$ cat src/rtl/gpio_bank_pkg.sv
package gpio_bank_pkg;

   localparam int REG_W = 32;

   typedef enum logic [2:0] {
      RI_DIR  = 3'd0,
      RI_ODE  = 3'd1,
      RI_DAT  = 3'd2,
      RI_EVT  = 3'd3,
      RI_MSK  = 3'd4,
      RI_CTA  = 3'd5,
      RI_CTB  = 3'd6,
      RI_NONE = 3'd7
   } reg_idx_e;

   typedef enum logic [1:0] {
      SNS_ANY  = 2'b00,
      SNS_RISE = 2'b01,
      SNS_FALL = 2'b10,
      SNS_OFF  = 2'b11
   } sense_e;

   // register-order mask covering pins lo..hi (pin p -> bit REG_W-1-p)
   function automatic logic [REG_W-1:0] pin_range_mask(int lo, int hi);
      logic [REG_W-1:0] m;
      m = '0;
      for (int p = 0; p < REG_W; p++) begin
         if (p >= lo && p <= hi) m[REG_W-1-p] = 1'b1;
      end
      return m;
   endfunction

endpackage

$ cat src/rtl/gpio_bank_sync.sv
module gpio_bank_sync #(
   parameter int WIDTH  = 32,
   parameter int STAGES = 2
) (
   input  logic             clk,
   input  logic             rst_n,
   input  logic [WIDTH-1:0] d,
   output logic [WIDTH-1:0] q
);

   if (STAGES < 2) begin : g_bad_stages
      $error("gpio_bank_sync: STAGES must be at least 2");
   end
   if (WIDTH < 1) begin : g_bad_width
      $error("gpio_bank_sync: WIDTH must be positive");
   end

   logic [WIDTH-1:0] stg [STAGES];

   always_ff @(posedge clk or negedge rst_n) begin
      if (!rst_n) begin
         for (int i = 0; i < STAGES; i++) stg[i] <= '0;
      end else begin
         stg[0] <= d;
         for (int i = 1; i < STAGES; i++) stg[i] <= stg[i-1];
      end
   end

   assign q = stg[STAGES-1];

endmodule

$ cat src/rtl/gpio_bank_sense.sv
module gpio_bank_sense
   import gpio_bank_pkg::*;
#(
   parameter int NPINS    = 32,
   parameter bit TWO_BIT  = 1'b0
) (
   input  logic [NPINS-1:0] lvl_now,
   input  logic [NPINS-1:0] lvl_prev,
   input  logic [REG_W-1:0] ctl_a,
   input  logic [REG_W-1:0] ctl_b,
   output logic [NPINS-1:0] hit
);

   if (NPINS < 1 || NPINS > REG_W) begin : g_bad_npins
      $error("gpio_bank_sense: NPINS out of range");
   end

   logic unused_ctl;
   assign unused_ctl = ^{ctl_a, ctl_b};

   for (genvar p = 0; p < NPINS; p++) begin : g_pin
      logic rise, fall;
      assign rise = lvl_now[p] & ~lvl_prev[p];
      assign fall = ~lvl_now[p] & lvl_prev[p];

      if (TWO_BIT) begin : g_wide
         localparam int SH = 2 * (15 - (p % 16));
         logic [1:0] fld;
         logic       h;
         if (p < 16) begin : g_lo
            assign fld = ctl_a[SH +: 2];
         end else begin : g_hi
            assign fld = ctl_b[SH +: 2];
         end
         always_comb begin
            case (sense_e'(fld))
               SNS_ANY:  h = rise | fall;
               SNS_RISE: h = rise;
               SNS_FALL: h = fall;
               default:  h = 1'b0;
            endcase
         end
         assign hit[p] = h;
      end else begin : g_narrow
         assign hit[p] = ctl_a[REG_W-1-p] ? fall : (rise | fall);
      end
   end

endmodule

$ cat src/rtl/gpio_bank.sv
module gpio_bank
   import gpio_bank_pkg::*;
#(
   parameter int NPINS        = 32,
   parameter bit SENSE_2BIT   = 1'b0,
   parameter int INONLY_FIRST = 28,
   parameter int SYNC_STAGES  = 2,
   parameter int ADDR_W       = 5
) (
   input  logic              clk,
   input  logic              rst_n,
   input  logic              bus_sel,
   input  logic              bus_wr,
   input  logic [ADDR_W-1:0] bus_addr,
   input  logic [31:0]       bus_wdata,
   output logic [31:0]       bus_rdata,
   input  logic [NPINS-1:0]  pin_in,
   output logic [NPINS-1:0]  pin_out,
   output logic [NPINS-1:0]  pin_oe,
   output logic              irq
);

   // ---------------- elaboration checks ----------------
   if (NPINS < 1 || NPINS > REG_W) begin : g_bad_npins
      $error("gpio_bank: NPINS must be 1..32");
   end
   if (ADDR_W < 5) begin : g_bad_addr
      $error("gpio_bank: ADDR_W must be at least 5");
   end
   if (INONLY_FIRST < 0) begin : g_bad_inonly
      $error("gpio_bank: INONLY_FIRST must not be negative");
   end

   localparam logic [REG_W-1:0] PIN_MASK    = pin_range_mask(0, NPINS-1);
   localparam logic [REG_W-1:0] INONLY_MASK =
      SENSE_2BIT ? pin_range_mask(INONLY_FIRST, NPINS-1) : '0;
   localparam logic [REG_W-1:0] DIR_WMASK   = PIN_MASK & ~INONLY_MASK;

   // ---------------- address decode ----------------
   logic     in_range;
   reg_idx_e sel_idx;
   logic     wr_en, ev_wr;
   logic     unused_addr_lo;

   assign unused_addr_lo = ^bus_addr[1:0];

   if (ADDR_W > 5) begin : g_hi_addr
      assign in_range = (bus_addr[ADDR_W-1:5] == '0);
   end else begin : g_no_hi_addr
      assign in_range = 1'b1;
   end

   always_comb begin
      sel_idx = RI_NONE;
      if (in_range) begin
         case (bus_addr[4:2])
            3'd0:    sel_idx = RI_DIR;
            3'd1:    sel_idx = RI_ODE;
            3'd2:    sel_idx = RI_DAT;
            3'd3:    sel_idx = RI_EVT;
            3'd4:    sel_idx = RI_MSK;
            3'd5:    sel_idx = RI_CTA;
            3'd6:    sel_idx = SENSE_2BIT ? RI_CTB : RI_NONE;
            default: sel_idx = RI_NONE;
         endcase
      end
   end

   assign wr_en = bus_sel & bus_wr;
   assign ev_wr = wr_en && (sel_idx == RI_EVT);

   // ---------------- input path ----------------
   logic [NPINS-1:0] lvl_now, lvl_prev, hit;
   logic [REG_W-1:0] sync_r, hit_r;

   gpio_bank_sync #(
      .WIDTH (NPINS),
      .STAGES(SYNC_STAGES)
   ) u_sync (
      .clk  (clk),
      .rst_n(rst_n),
      .d    (pin_in),
      .q    (lvl_now)
   );

   always_ff @(posedge clk or negedge rst_n) begin
      if (!rst_n) lvl_prev <= '0;
      else        lvl_prev <= lvl_now;
   end

   // ---------------- registers ----------------
   logic [REG_W-1:0] dir_q, ode_q, dat_q, evt_q, msk_q, cta_q, ctb_q;
   logic [REG_W-1:0] clr_vec, evt_d, rd_dat;

   gpio_bank_sense #(
      .NPINS  (NPINS),
      .TWO_BIT(SENSE_2BIT)
   ) u_sense (
      .lvl_now (lvl_now),
      .lvl_prev(lvl_prev),
      .ctl_a   (cta_q),
      .ctl_b   (ctb_q),
      .hit     (hit)
   );

   // pin-number order <-> register order (pin p at bit REG_W-1-p)
   for (genvar p = 0; p < NPINS; p++) begin : g_map
      localparam int B = REG_W - 1 - p;
      assign sync_r[B]  = lvl_now[p];
      assign hit_r[B]   = hit[p];
      assign pin_out[p] = dat_q[B];
      assign pin_oe[p]  = dir_q[B] & ~(ode_q[B] & dat_q[B]);
   end
   if (NPINS < REG_W) begin : g_pad
      assign sync_r[REG_W-NPINS-1:0] = '0;
      assign hit_r[REG_W-NPINS-1:0]  = '0;
   end

   assign clr_vec = ev_wr ? bus_wdata : '0;
   assign evt_d   = (evt_q & ~clr_vec) | hit_r;
   assign rd_dat  = (dat_q & dir_q) | (sync_r & ~dir_q);

   always_ff @(posedge clk or negedge rst_n) begin
      if (!rst_n) begin
         dir_q <= '0;
         ode_q <= '0;
         dat_q <= '0;
         evt_q <= '0;
         msk_q <= '0;
         cta_q <= '0;
         ctb_q <= '0;
      end else begin
         evt_q <= evt_d;
         if (wr_en) begin
            case (sel_idx)
               RI_DIR:  dir_q <= bus_wdata & DIR_WMASK;
               RI_ODE:  ode_q <= bus_wdata & PIN_MASK;
               RI_DAT:  dat_q <= bus_wdata & PIN_MASK;
               RI_MSK:  msk_q <= bus_wdata & PIN_MASK;
               RI_CTA:  cta_q <= bus_wdata;
               RI_CTB:  ctb_q <= bus_wdata;
               default: ;
            endcase
         end
      end
   end

   // ---------------- read and interrupt ----------------
   always_comb begin
      bus_rdata = '0;
      if (bus_sel) begin
         case (sel_idx)
            RI_DIR:  bus_rdata = dir_q;
            RI_ODE:  bus_rdata = ode_q;
            RI_DAT:  bus_rdata = rd_dat;
            RI_EVT:  bus_rdata = evt_q;
            RI_MSK:  bus_rdata = msk_q;
            RI_CTA:  bus_rdata = cta_q;
            RI_CTB:  bus_rdata = ctb_q;
            default: bus_rdata = '0;
         endcase
      end
   end

   assign irq = |(evt_q & msk_q);

   // ---------------- assertions ----------------

   ev_sticky_chk: assert property (@(posedge clk) disable iff (!rst_n)
      !ev_wr |=> ((evt_q & $past(evt_q)) == $past(evt_q)));


   ev_clear_chk: assert property (@(posedge clk) disable iff (!rst_n)
      ev_wr |=> ((evt_q & $past(bus_wdata & ~hit_r)) == '0));


   ev_edge_wins_chk: assert property (@(posedge clk) disable iff (!rst_n)
      1'b1 |=> ((evt_q & $past(hit_r)) == $past(hit_r)));


   irq_mask_chk: assert property (@(posedge clk) disable iff (!rst_n)
      (msk_q == '0) |-> !irq);

   if (SENSE_2BIT) begin : g_chk_wide

      inonly_dir_chk: assert property (@(posedge clk) disable iff (!rst_n)
         (dir_q & INONLY_MASK) == '0);
   end else begin : g_chk_narrow

      fall_only_chk: assert property (@(posedge clk) disable iff (!rst_n)
         (hit_r & sync_r & cta_q) == '0);
   end

endmodule

$ cat config.mk
export PLATFORM = sky130hd
export DESIGN_NAME = gpio_bank
export DESIGN_NICKNAME = d
export VERILOG_FILES = /design/src/rtl/gpio_bank_pkg.sv /design/src/rtl/gpio_bank_sync.sv /design/src/rtl/gpio_bank_sense.sv /design/src/rtl/gpio_bank.sv
export SDC_FILE = /design/constraint.sdc
export NUM_CORES = 1
export LEC_CHECK = 0
export ABC_AREA = 1
export BUFFER_PORTS_ARGS = -buffer_cell sky130_fd_sc_hd__buf_2
export CAP_MARGIN = 40
export CELL_PAD_IN_SITES_DETAIL_PLACEMENT = 0
export CELL_PAD_IN_SITES_GLOBAL_PLACEMENT = 2
export CORE_UTILIZATION = 33
export CTS_CLUSTER_SIZE = 16
export DETAILED_ROUTE_END_ITERATION = 8
export PLACE_DENSITY_LB_ADDON = 0.1
export SLEW_MARGIN = 10
export SYNTH_ARGS = -nofsm -noshare
export SYNTH_HDL_FRONTEND = slang
export SYNTH_SLANG_ARGS = --single-unit
export TNS_END_PERCENT = 20
$ cat constraint.sdc
create_clock -name clk -period 2.2 [get_ports clk]
set_input_delay 0.44 -clock clk [delete_from_list [all_inputs] [get_ports clk]]
set_output_delay 0.44 -clock clk [all_outputs]
set_load 0.005 [all_outputs]
==> summary.md, run 1 <==
| Metric | Value |
|---|---|
| Status | `finished clean` |
| # Max-Cap Violations | `0` |
| GRT Total Usage | `0.202` |
| Worst-Skew Late Latency | `550 ps` |
| Max clock buf depth | `3` |
| Die width | `199 um` |
| Worst-path maximum fanout | `3` |
| Max Transition Viols Final | `0` |
| PwrDens | `937 nW/um2` |
| Final period util | `0.963` |
| Gate power share | `0.155` |
| Worst hold stages | `1` |
| Final GP Congestion | `0.740` |
| Routed wire length | `38.7 mm` |
| PortBufs | `167` |
| Routed len/inst | `17.4 um` |
| Layout net count | `1783` |
| I/O Pins | `170` |
| RSZ-0062 raised after global routing | `true` |
| Top Family by Delay on Critical Path | `simple AND/OR/NAND/NOR gates` |
| Reg-to-reg slack, setup | `1090 ps` |
| Leakage | `0.00783 uW` |
| Share of post-route cells with drive strength above 1 | `0.172` |
| Post-Syn Nets | `1581` |
| Worst path most repeated cell | `nand2_1` |
| Setup ws final | `80.9 ps` |
| Root Buffer | `clkbuf_16` |
| Layout area overhead | `25.5%` |
| Initial antenna violation count | `1` |
| Endpoints failing setup | `0` |
| Place WS | `116 ps` |
| Total core area | `37900 um2` |
| Vias per Instance | `4.84` |
| ANT nets after route | `0` |
| Placed cell count | `2121` |
| CTS tree | `done` |
| CP max stage delay | `400 ps` |
| Hold path endpoint | `u_sync.stg[40]$_DFF_PN0_` |
| Vias in the first global route | `10600` |
| First-pass GRT wire length | `60.7 mm` |
| Initial Utilization | `0.338` |
| Clock skew | `15.1 ps` |
| Drt pass-1 iters | `5` |
| Reg clk slew, reported paths | `60 ps` |
| DR vias | `10700` |
| Total power | `15100 uW` |
| Worst-Margin Slew | `533 ps` |
| H-tree depth | `2` |
| Remaining global-route overflow | `0` |
| Final min period | `2120 ps` |
| Final core occ | `0.424` |
| Drt initial violations | `564` |
| Clock buffer count from CTS | `37` |
| Worst min-delay path category | `primary input to flip-flop` |
| Yosys reg bits | `288` |
| Final setup TNS | `0 ps` |
| Fin. Hold Viols | `0` |
| Data required, critical path | `1760 ps` |
| Detailed Place HPWL | `25.2 mm` |
| R2r endpoint | `evt_q[29]$_DFF_PN0_` |
| P_int | `10800 uW` |
| Synth Instances | `1476` |
| Die height | `199 um` |
| Worst R2R Path Depth | `5` |
| Clk pwr share | `0.401` |
| Worst path cell trace | `nand2_1, nand2_1, nor2_1, nand2_1, nor2_4, nand2_2, buf_2` |
| Data arrival time of the worst path | `1680 ps` |
| Drt drc | `0` |
| Part of the power in registers | `0.444` |
| Sink Count | `288` |
| Post-Syn Area | `12800 um2` |
| NetSw | `4280 uW` |
| Reg2Reg Launch Point | `u_sync.q[2]$_DFF_PN0_` |
| Num rows | `71` |
| IR drop worst, VDD | `0.000537 V` |
| Fmax | `0.472 GHz` |
| Pin count of the biggest net entering global routing | `73` |
| Post-Layout Cell Count | `2216` |
| Slew margin rel. | `0.644` |
| Synth cell types | `22` |
| Kind of start point of the critical path | `flip-flop` |
| Hold Startpoint | `pin_in[8]` |
| Synth warn | `0` |
| Net Sw Frac | `0.284` |
| Crit path buf inv count | `1` |
| Critical-path cell with the highest stage delay | `dfrtp_1` |
| Die ar. | `39600 um2` |
| Critical path type | `flip-flop to output pin` |
| Seq/Total Area, Yosys | `0.563` |
| Synthesized area per cell | `8.68 um2` |
| Setup crit end kind | `output pin` |
-- sequential cells by signal, indices dropped and copies added, names as in the netlist --
name,cells
dir_q,32
cta_q,32
lvl_prev,32
dat_q,32
msk_q,32
u_sync.q,32
evt_q,32
u_sync.stg,32
ode_q,32
-- power by group through the flow --
| stage | Clock (uW) | Combinational [uW] | Sequential, uW |
|---|---|---|---|
| final | 6040 | 2330 | 6690 |
| after detailed placement | 0 | 2330 | 6780 |
| after global placement | 0 | 2300 | 6770 |
| after CTS | 6240 | 2380 | 6690 |
| after global routing | 6450 | 2720 | 6810 |
| after floorplan | 0 | 1370 | 6620 |
-- placed cells by master (no fill, tap or decap), types with 32 or more instances in the layout --
master	instances
nand2_1	342
dfrtp_1	288
buf_2	164
nand3_1	137
nor2_1	135
o21ai_0	132
inv_1	97
a21oi_1	96
nand4_1	87
clkbuf_16	39
buf_4	33
ha_1	32
-- kinds of logic after synthesis --
logic type / synth area share
AOI/OAI and AO/OA: 0.100
adders and majority gates: 0.0313
buffers and inverters: 0.0601
DFF: 0.563
and+or+nand+nor: 0.246
-- cell usage after synthesis --
cell type  count  area, um2
nand4_2        1       12.5
ha_1          32        400
buf_1         10       37.5
nand2_1      343       1290
nor2_1       138        518
buf_4         10       75.1
inv_1         99        372
o21ai_0      132        661
nand4_1       87        544
a21oi_1       96        480
nor2_4         3       33.8
nor2_2         1       6.26
nand3_1      138        691
buf_2         31        155
inv_2          1       3.75
dfrtp_1      288       7210
inv_4          1       6.26
nand3_2        3       30.0
nand2_2        1       6.26
nor2_8         1       20.0
clkbuf_1      32        120
o21ai_1       28        140
-- through the flow --
stage                     area [um2]  hold slack, ps
final                          16100            20.6
after global routing           16100            4.62
after CTS                      16100            2.49
after detailed placement       14500             335
after global placement         14500             332
after floorplan                12800             144
-- worst max-delay path by stage --
stage,startpoint,endpoint,slack [ps],cells past startpoint
finish,evt_q[18]$_DFF_PN0_,irq,80,7
global route,msk_q[18]$_DFFE_PN0P_,irq,-10,7
CTS,evt_q[18]$_DFF_PN0_,irq,30,7
detailed placement,bus_addr[2],bus_rdata[12],120,10
global placement,bus_addr[3],bus_rdata[12],120,8
floorplan,bus_addr[3],bus_rdata[11],400,8
-- layout make-up --
class / count / area, um2
Clock buffer: 55 / 1120
Fill cell: 3828 / 21900
Tap cell: 511 / 639
Antenna cell: 1 / 2.50
Timing Repair Buffer: 246 / 1750
Sequential cell: 288 / 7210
Clock inverter: 10 / 108
Multi-Input combinational cell: 1004 / 4860
Inverter: 101 / 382
-- per-layer routing --
metal | routed length [um] | up-vias | share of wire | global-route usage
li1 | - | 5337 | - | -
met1 | 18500 | 5099 | 0.48 | 0.280
met2 | 17900 | 238 | 0.46 | 0.326
met3 | 1600 | 43 | 0.041 | 0.0344
met4 | 705 | 0 | 0.018 | 0.0538
met5 | 0 | - | 0 | 0
-- what timing repair did --
action	in CTS	in global routing
endpoints found under the setup margin	1	2
hold buffers	29	0
buffers inserted	0	0
gates resized for setup	3	2
pin swaps	1	1
endpoints found under the hold margin	50	0
Power figures use the tool's default switching activity.
==> inputs of run 2 (changes only) <==
CORE_UTILIZATION = 37   (was 33)
GPL_TIMING_DRIVEN = 0   (was default)
HOLD_SLACK_MARGIN = 0.03   (was default)
==> run 2 against run 1 <==
Net effect: the run now ends with negative setup slack left; cell area grew 0.56%; register-to-register slack worse by 20 ps; sequential power rose by 0.6%; die area fell by 11%; hold slack better by 220 ps; critical path depth rose by 2; power about the same; critical path type is now primary input to output pin; largest power group unchanged.
==> summary.md, run 2 (same netlist as run 1, synthesis figures left out) <==
| Metric | Value |
|---|---|
| Worst-Margin Slew | `862 ps (was 533 ps)` |
| Remaining global-route overflow | `0 (unchanged)` |
| Initial Utilization | `0.379 (was 0.338)` |
| Clk pwr share | `0.392 (was 0.401)` |
| Reg2Reg Launch Point | `u_sync.q[31]$_DFF_PN0_ (was u_sync.q[2]$_DFF_PN0_)` |
| Max Transition Viols Final | `0 (unchanged)` |
| Data arrival time of the worst path | `1770 ps (was 1680 ps)` |
| Multi-input logic area | `4850 um2 (was 4860 um2)` |
| Top Family by Delay on Critical Path | `simple AND/OR/NAND/NOR gates (unchanged)` |
| Drt initial violations | `823 (was 564)` |
| Design area | `16200 um2 (was 16100 um2)` |
| Root Buffer | `clkbuf_16 (unchanged)` |
| Final period util | `1.01 (was 0.963)` |
| DP Area | `14400 um2 (was 14500 um2)` |
| Fill cells | `3319 (was 3828)` |
| NetSw | `4410 uW (was 4280 uW)` |
| Die height | `188 um (was 199 um)` |
| Die ar. | `35400 um2 (was 39600 um2)` |
| RSZ-0062 raised after global routing | `true (unchanged)` |
| Fin. Hold Viols | `0 (unchanged)` |
| Status | `complete, but fails checks (was finished clean)` |
| Routed len/inst | `20.6 um (was 17.4 um)` |
| Total core area | `33800 um2 (was 37900 um2)` |
| CTS tree | `done (unchanged)` |
| Final min period | `2210 ps (was 2120 ps)` |
| PwrDens | `931 nW/um2 (was 937 nW/um2)` |
| Data required, critical path | `1760 ps (about the same)` |
| I/O Pins | `170 (unchanged)` |
| Sink Count | `288 (unchanged)` |
| Kind of start point of the critical path | `primary input (was flip-flop)` |
| P_int | `10600 uW (was 10800 uW)` |
| Vias per Instance | `5.19 (was 4.84)` |
| Total power | `15100 uW (about the same)` |
| Worst min-delay path category | `primary input to flip-flop (unchanged)` |
| Slew margin rel. | `0.425 (was 0.644)` |
| Worst path most repeated cell | `nand2_1 (unchanged)` |
| # Max-Cap Violations | `0 (unchanged)` |
| GRT Total Usage | `0.259 (was 0.202)` |
| Share of post-route cells with drive strength above 1 | `0.177 (was 0.172)` |
| Worst path cell trace | `buf_4, nand2_1, nor2_4, buf_8, nand2_1, nand3_1, nor2_1, nor2_2, buf_2 (was nand2_1, nand2_1, nor2_1, nand2_1, nor2_4, nand2_2, buf_2)` |
| Worst R2R Path Depth | `5 (unchanged)` |
| Net Sw Frac | `0.293 (was 0.284)` |
| Crit path buf inv count | `3 (was 1)` |
| Routed wire length | `45.3 mm (was 38.7 mm)` |
| Leakage | `0.00794 uW (was 0.00783 uW)` |
| Setup ws final | `-11.9 ps (was 80.9 ps)` |
| Drt pass-1 iters | `5 (unchanged)` |
| Vias in the first global route | `11100 (was 10600)` |
| Detailed Place HPWL | `30.5 mm (was 25.2 mm)` |
| Antenna cells | `0 (was 1)` |
| Critical path endpoint | `bus_rdata[12] (was irq)` |
| IR drop worst, VDD | `0.000629 V (was 0.000537 V)` |
| Register area | `7210 um2 (unchanged)` |
| DR vias | `11400 (was 10700)` |
| Endpoints failing setup | `1 (was 0)` |
| Initial antenna violation count | `0 (was 1)` |
| ANT nets after route | `0 (unchanged)` |
| Reg clk slew, reported paths | `50 ps (was 60 ps)` |
| Setup crit end kind | `output pin (unchanged)` |
| Max clock buf depth | `3 (unchanged)` |
| Num rows | `67 (was 71)` |
| Most common cell after layout, fill and taps aside | `nand2_1 (unchanged)` |
| First-pass GRT wire length | `68.6 mm (was 60.7 mm)` |
| Failing checks | `negative setup slack` |
| Critical path origin | `bus_addr[3] (was evt_q[18]$_DFF_PN0_)` |
| PortBufs | `165 (was 167)` |
| Die width | `188 um (was 199 um)` |
| Part of the power in registers | `0.447 (was 0.444)` |
| Layout area overhead | `26.2% (was 25.5%)` |
| Gate power share | `0.161 (was 0.155)` |
| Clock buffer count from CTS | `36 (was 37)` |
| R2r endpoint | `evt_q[0]$_DFF_PN0_ (was evt_q[29]$_DFF_PN0_)` |
| Final GP Congestion | `0.834 (was 0.740)` |
| Worst path depth | `9 (was 7)` |
| Commonest non-fill, non-tap cells in the layout | `nand2_1 (342), dfrtp_1 (288), buf_2 (174) (was nand2_1 (342), dfrtp_1 (288), buf_2 (164))` |
| H-tree depth | `2 (unchanged)` |
| Worst-path maximum fanout | `10 (was 3)` |
| CP max stage delay | `250 ps (was 400 ps)` |
| Critical path type | `primary input to output pin (was flip-flop to output pin)` |
| Reg-to-reg slack, setup | `1070 ps (was 1090 ps)` |
| Worst-Skew Late Latency | `530 ps (was 550 ps)` |
| Critical-path cell with the highest stage delay | `nor2_4 (was dfrtp_1)` |
| Fmax | `0.452 GHz (was 0.472 GHz)` |
| Clock skew | `12.5 ps (was 15.1 ps)` |
| Drt drc | `0 (unchanged)` |
| Pin count of the biggest net entering global routing | `92 (was 73)` |
| Layout net count | `1834 (was 1783)` |
[run 2: metal layers]
metal	vias to the layer above	GRT usage	wire, um
met5	-	0	0
met4	0	0.0785	972
met3	63	0.0401	2460
met2	362	0.401	20400
met1	5566	0.373	21500
li1	5441	-	-
[run 2: how the worst min path moves through the flow]
stage / cells past startpoint / to / slack (ps) / start
2_1_floorplan: 0 / cta_q[0]$_DFFE_PN0P_ / 140 / rst_n
3_5_place_dp: 1 / dat_q[3]$_DFFE_PN0P_ / 310 / rst_n
6_report: 3 / cta_q[21]$_DFFE_PN0P_ / 240 / bus_wdata[21]
3_3_place_gp: 0 / u_sync.q[10]$_DFF_PN0_ / 330 / u_sync.stg[42]$_DFF_PN0_
5_1_grt: 3 / cta_q[5]$_DFFE_PN0P_ / 260 / bus_wdata[5]
4_1_cts: 3 / cta_q[10]$_DFFE_PN0P_ / 220 / bus_wdata[10]
[run 2: through the flow]
step / utilization / TNS (ps) / hold slack [ps] / setup slack [ps] / instances
2_1_floorplan: - / 0 / 144 / 396 / 1476
3_3_place_gp: 0.420 / -1440010 / 332 / -4990 / 2089
3_5_place_dp: 0.425 / -7780 / 306 / -364 / 2099
4_1_cts: 0.475 / -30.6 / 224 / -14.8 / 2197
5_1_grt: 0.478 / -35.4 / 255 / -14.5 / 2201
6_report: 0.478 / -11.9 / 242 / -11.9 / 2201
[run 2: area by class of cell]
type / count / area share
plain buffers: 82 / 0.0366
clock buffers: 52 / 0.0657
clock inverters: 10 / 0.00689
inverters: 101 / 0.0238
multi-input cells: 1004 / 0.300
flip-flops and latches: 288 / 0.446
well taps: 448 / 0.0347
repair buffers: 216 / 0.0863
[run 2: timing repair]
item,4_1_cts,5_1_grt
endpoints found under the setup margin,33,33
endpoints found under the hold margin,56,0
hold buffers,33,0
resized for setup,53,34
buffers inserted,3,5
pin swaps,2,3
[run 2: tightest hold or removal path, cell delays in order]
cell,delay (ps)
buf_2,70
inv_1,90
a21oi_1,130
[run 2: power by group through the flow]
stage / Clock [uW] / Sequential (uW) / Combinational (uW)
final: 5900 / 6730 / 2420
after global routing: 6260 / 6830 / 2770
after CTS: 6040 / 6720 / 2420
after detailed placement: 0 / 6800 / 2320
after global placement: 0 / 6790 / 2260
after floorplan: 0 / 6620 / 1370
==> inputs of run 3 (changes only) <==
CELL_PAD_IN_SITES_DETAIL_PLACEMENT = 1   (was 0)
CELL_PAD_IN_SITES_GLOBAL_PLACEMENT = 1   (was 2)
==> run 3 against run 2 <==
Net effect: the flow now finishes without violations; critical endpoint is now bus_rdata[14]; register-to-register slack lost 40 ps; global-route usage up 1.8 points; cell area down 0.56%; largest cell class unchanged; clock-buffer cell count increased by 2; largest power group unchanged; utilization shrank 0.27 points; power is 0.16% higher; first-iteration DRC count is 3.6% lower; combinational power rose by 2%.
==> summary.md, run 3 (same netlist as run 1, synthesis figures left out) <==
| Metric | Value |
|---|---|
| Status | `finished clean (was complete, but fails checks)` |
| Post-Layout Cell Count | `2196 (was 2201)` |
| Final GP Congestion | `0.862 (was 0.834)` |
| Antenna cells | `0 (unchanged)` |
| DP Area | `14300 um2 (was 14400 um2)` |
| Sink Count | `288 (unchanged)` |
| Hold Startpoint | `bus_wdata[6] (was bus_wdata[21])` |
| Layout net count | `1831 (was 1834)` |
| Share of post-route cells with drive strength above 1 | `0.175 (was 0.177)` |
| Data arrival time of the worst path | `1740 ps (was 1770 ps)` |
| Final period util | `0.991 (was 1.01)` |
| Reg-to-reg slack, setup | `1030 ps (was 1070 ps)` |
| H-tree depth | `2 (unchanged)` |
| PwrDens | `938 nW/um2 (was 931 nW/um2)` |
| RSZ-0062 raised after global routing | `true (unchanged)` |
| Gate power share | `0.164 (was 0.161)` |
| Final core occ | `0.476 (was 0.478)` |
| Slew margin rel. | `0.414 (was 0.425)` |
| Part of the power in registers | `0.447 (about the same)` |
| CP max stage delay | `290 ps (was 250 ps)` |
| Reg2Reg Launch Point | `u_sync.q[2]$_DFF_PN0_ (was u_sync.q[31]$_DFF_PN0_)` |
| Net Sw Frac | `0.296 (was 0.293)` |
| CTS tree | `done (unchanged)` |
| Worst hold stages | `3 (unchanged)` |
| Clock skew | `6.14 ps (was 12.5 ps)` |
| Commonest non-fill, non-tap cells in the layout | `nand2_1 (343), dfrtp_1 (288), buf_2 (173) (was nand2_1 (342), dfrtp_1 (288), buf_2 (174))` |
| Worst-path maximum fanout | `10 (unchanged)` |
| Total power | `15100 uW (about the same)` |
| Routed len/inst | `21.8 um (was 20.6 um)` |
| Fmax | `0.459 GHz (was 0.452 GHz)` |
| Root Buffer | `clkbuf_16 (unchanged)` |
| Num rows | `67 (unchanged)` |
| Most common cell after layout, fill and taps aside | `nand2_1 (unchanged)` |
| Hold path endpoint | `cta_q[6]$_DFFE_PN0P_ (was cta_q[21]$_DFFE_PN0P_)` |
| Setup crit end kind | `output pin (unchanged)` |
| DR vias | `11700 (was 11400)` |
| Worst-Skew Late Latency | `520 ps (was 530 ps)` |
| Drt drc | `0 (unchanged)` |
| Worst R2R Path Depth | `5 (unchanged)` |
| Placed cell count | `2097 (was 2099)` |
| PortBufs | `165 (unchanged)` |
| Kind of start point of the critical path | `primary input (unchanged)` |
| Routed wire length | `47.9 mm (was 45.3 mm)` |
| # Max-Cap Violations | `0 (unchanged)` |
| Die width | `188 um (unchanged)` |
| Endpoints failing setup | `0 (was 1)` |
| Worst min-delay path category | `primary input to flip-flop (unchanged)` |
| Vias per Instance | `5.34 (was 5.19)` |
| Max clock buf depth | `3 (unchanged)` |
| ANT nets after route | `0 (unchanged)` |
| Drt pass-1 iters | `5 (unchanged)` |
| Final setup TNS | `0 ps (was -11.9 ps)` |
| Critical-path cell with the highest stage delay | `nor2_4 (unchanged)` |
| Initial antenna violation count | `0 (unchanged)` |
| Worst-Margin Slew | `878 ps (was 862 ps)` |
| Design area | `16100 um2 (was 16200 um2)` |
| First-pass GRT wire length | `73.9 mm (was 68.6 mm)` |
| IR drop worst, VDD | `0.000664 V (was 0.000629 V)` |
| Total core area | `33800 um2 (unchanged)` |
| Drt initial violations | `793 (was 823)` |
| NetSw | `4460 uW (was 4410 uW)` |
| Reg clk slew, reported paths | `60 ps (was 50 ps)` |
| Final min period | `2180 ps (was 2210 ps)` |
| Remaining global-route overflow | `0 (unchanged)` |
| Initial Utilization | `0.379 (unchanged)` |
| Critical path type | `primary input to output pin (unchanged)` |
| P_int | `10600 uW (about the same)` |
| Vias in the first global route | `12200 (was 11100)` |
| Fin. Hold Viols | `0 (unchanged)` |
| GRT Total Usage | `0.277 (was 0.259)` |
| Data required, critical path | `1760 ps (about the same)` |
| Pin count of the biggest net entering global routing | `107 (was 92)` |
| R2r endpoint | `evt_q[29]$_DFF_PN0_ (was evt_q[0]$_DFF_PN0_)` |
| Max Transition Viols Final | `0 (unchanged)` |
| Clock buffer count from CTS | `36 (unchanged)` |
| Die height | `188 um (unchanged)` |
| Detailed Place HPWL | `32.1 mm (was 30.5 mm)` |
| Clk pwr share | `0.389 (was 0.392)` |
| Worst path cell trace | `buf_4, nand2_1, nor2_4, buf_6, nand2_1, nand3_1, nor2_1, nor2_1, buf_2 (was buf_4, nand2_1, nor2_4, buf_8, nand2_1, nand3_1, nor2_1, nor2_2, buf_2)` |
| Layout area overhead | `25.5% (was 26.2%)` |
| Leakage | `0.00789 uW (was 0.00794 uW)` |
| I/O Pins | `170 (unchanged)` |
| Die ar. | `35400 um2 (unchanged)` |
-- run 3: cell count changes in the layout (fill, tap and decap cells not counted), sizes merged --
cell,before,now
buf,228,224
clkinv,5,4
clkbuf,89,92
inv,104,101
-- run 3: timing repair --
| item | CTS | global route |
|---|---|---|
| endpoints found under the setup margin | 33 | 33 |
| setup buffers | 0 | 6 |
| hold buffers | 33 | 0 |
| resized for setup | 58 | 35 |
| pin swaps | 0 | 4 |
| hold endpoints to repair | 74 | 0 |
-- run 3: through the flow --
step           hold slack [ps]  worst slack, ps
3_3_place_gp               332            -5040
4_1_cts                    244            -43.6
5_1_grt                    270            -51.6
6_report                   247             19.6
2_1_floorplan              144              396
3_5_place_dp               336             -426
-- run 3: how the worst max path moves through the flow --
stage	slack [ps]	endpoint	startpoint	depth (start not counted)
finish	20	bus_rdata[14]	bus_addr[3]	9
global route	-50	bus_rdata[22]	bus_addr[2]	10
CTS	-40	bus_rdata[1]	bus_addr[3]	9
detailed placement	-430	bus_rdata[15]	bus_addr[2]	8
global placement	-5040	u_sync.stg[45]$_DFF_PN0_	rst_n	1
floorplan	400	bus_rdata[11]	bus_addr[3]	8
-- run 3: power by group through the flow --
| stage | Combinational [uW] | Sequential (uW) | Clock, uW |
|---|---|---|---|
| floorplan | 1370 | 6620 | 0 |
| global placement | 2270 | 6780 | 0 |
| detailed placement | 2380 | 6800 | 0 |
| CTS | 2480 | 6720 | 5980 |
| global route | 2840 | 6840 | 6200 |
| finish | 2480 | 6730 | 5860 |
-- run 3: area by class of cell --
| class | instances | area (um2) |
|---|---|---|
| sequential | 288 | 7210 |
| buffer | 83 | 574 |
| fill | 4024 | 17700 |
| inverter | 101 | 382 |
| clock inverter | 6 | 80.1 |
| tap | 448 | 561 |
| timing repair buffer | 212 | 1350 |
| clock buffer | 54 | 1070 |
| multi-input combinational | 1004 | 4850 |
-- run 3: critical path: cells and delay by family --
| family | cells | cell delay [ps] |
|---|---|---|
| AND/OR/NAND/NOR | 6 | 730 |
| buffers and inverters | 3 | 560 |
-- run 3: metal layers --
metal  global-route usage  up-vias  part of all wire
li1                     -     5415                 -
met1                0.383     5877              0.46
met2                0.442      346              0.46
met3               0.0462       89             0.053
met4               0.0916        0             0.032
met5                    0        -                 0
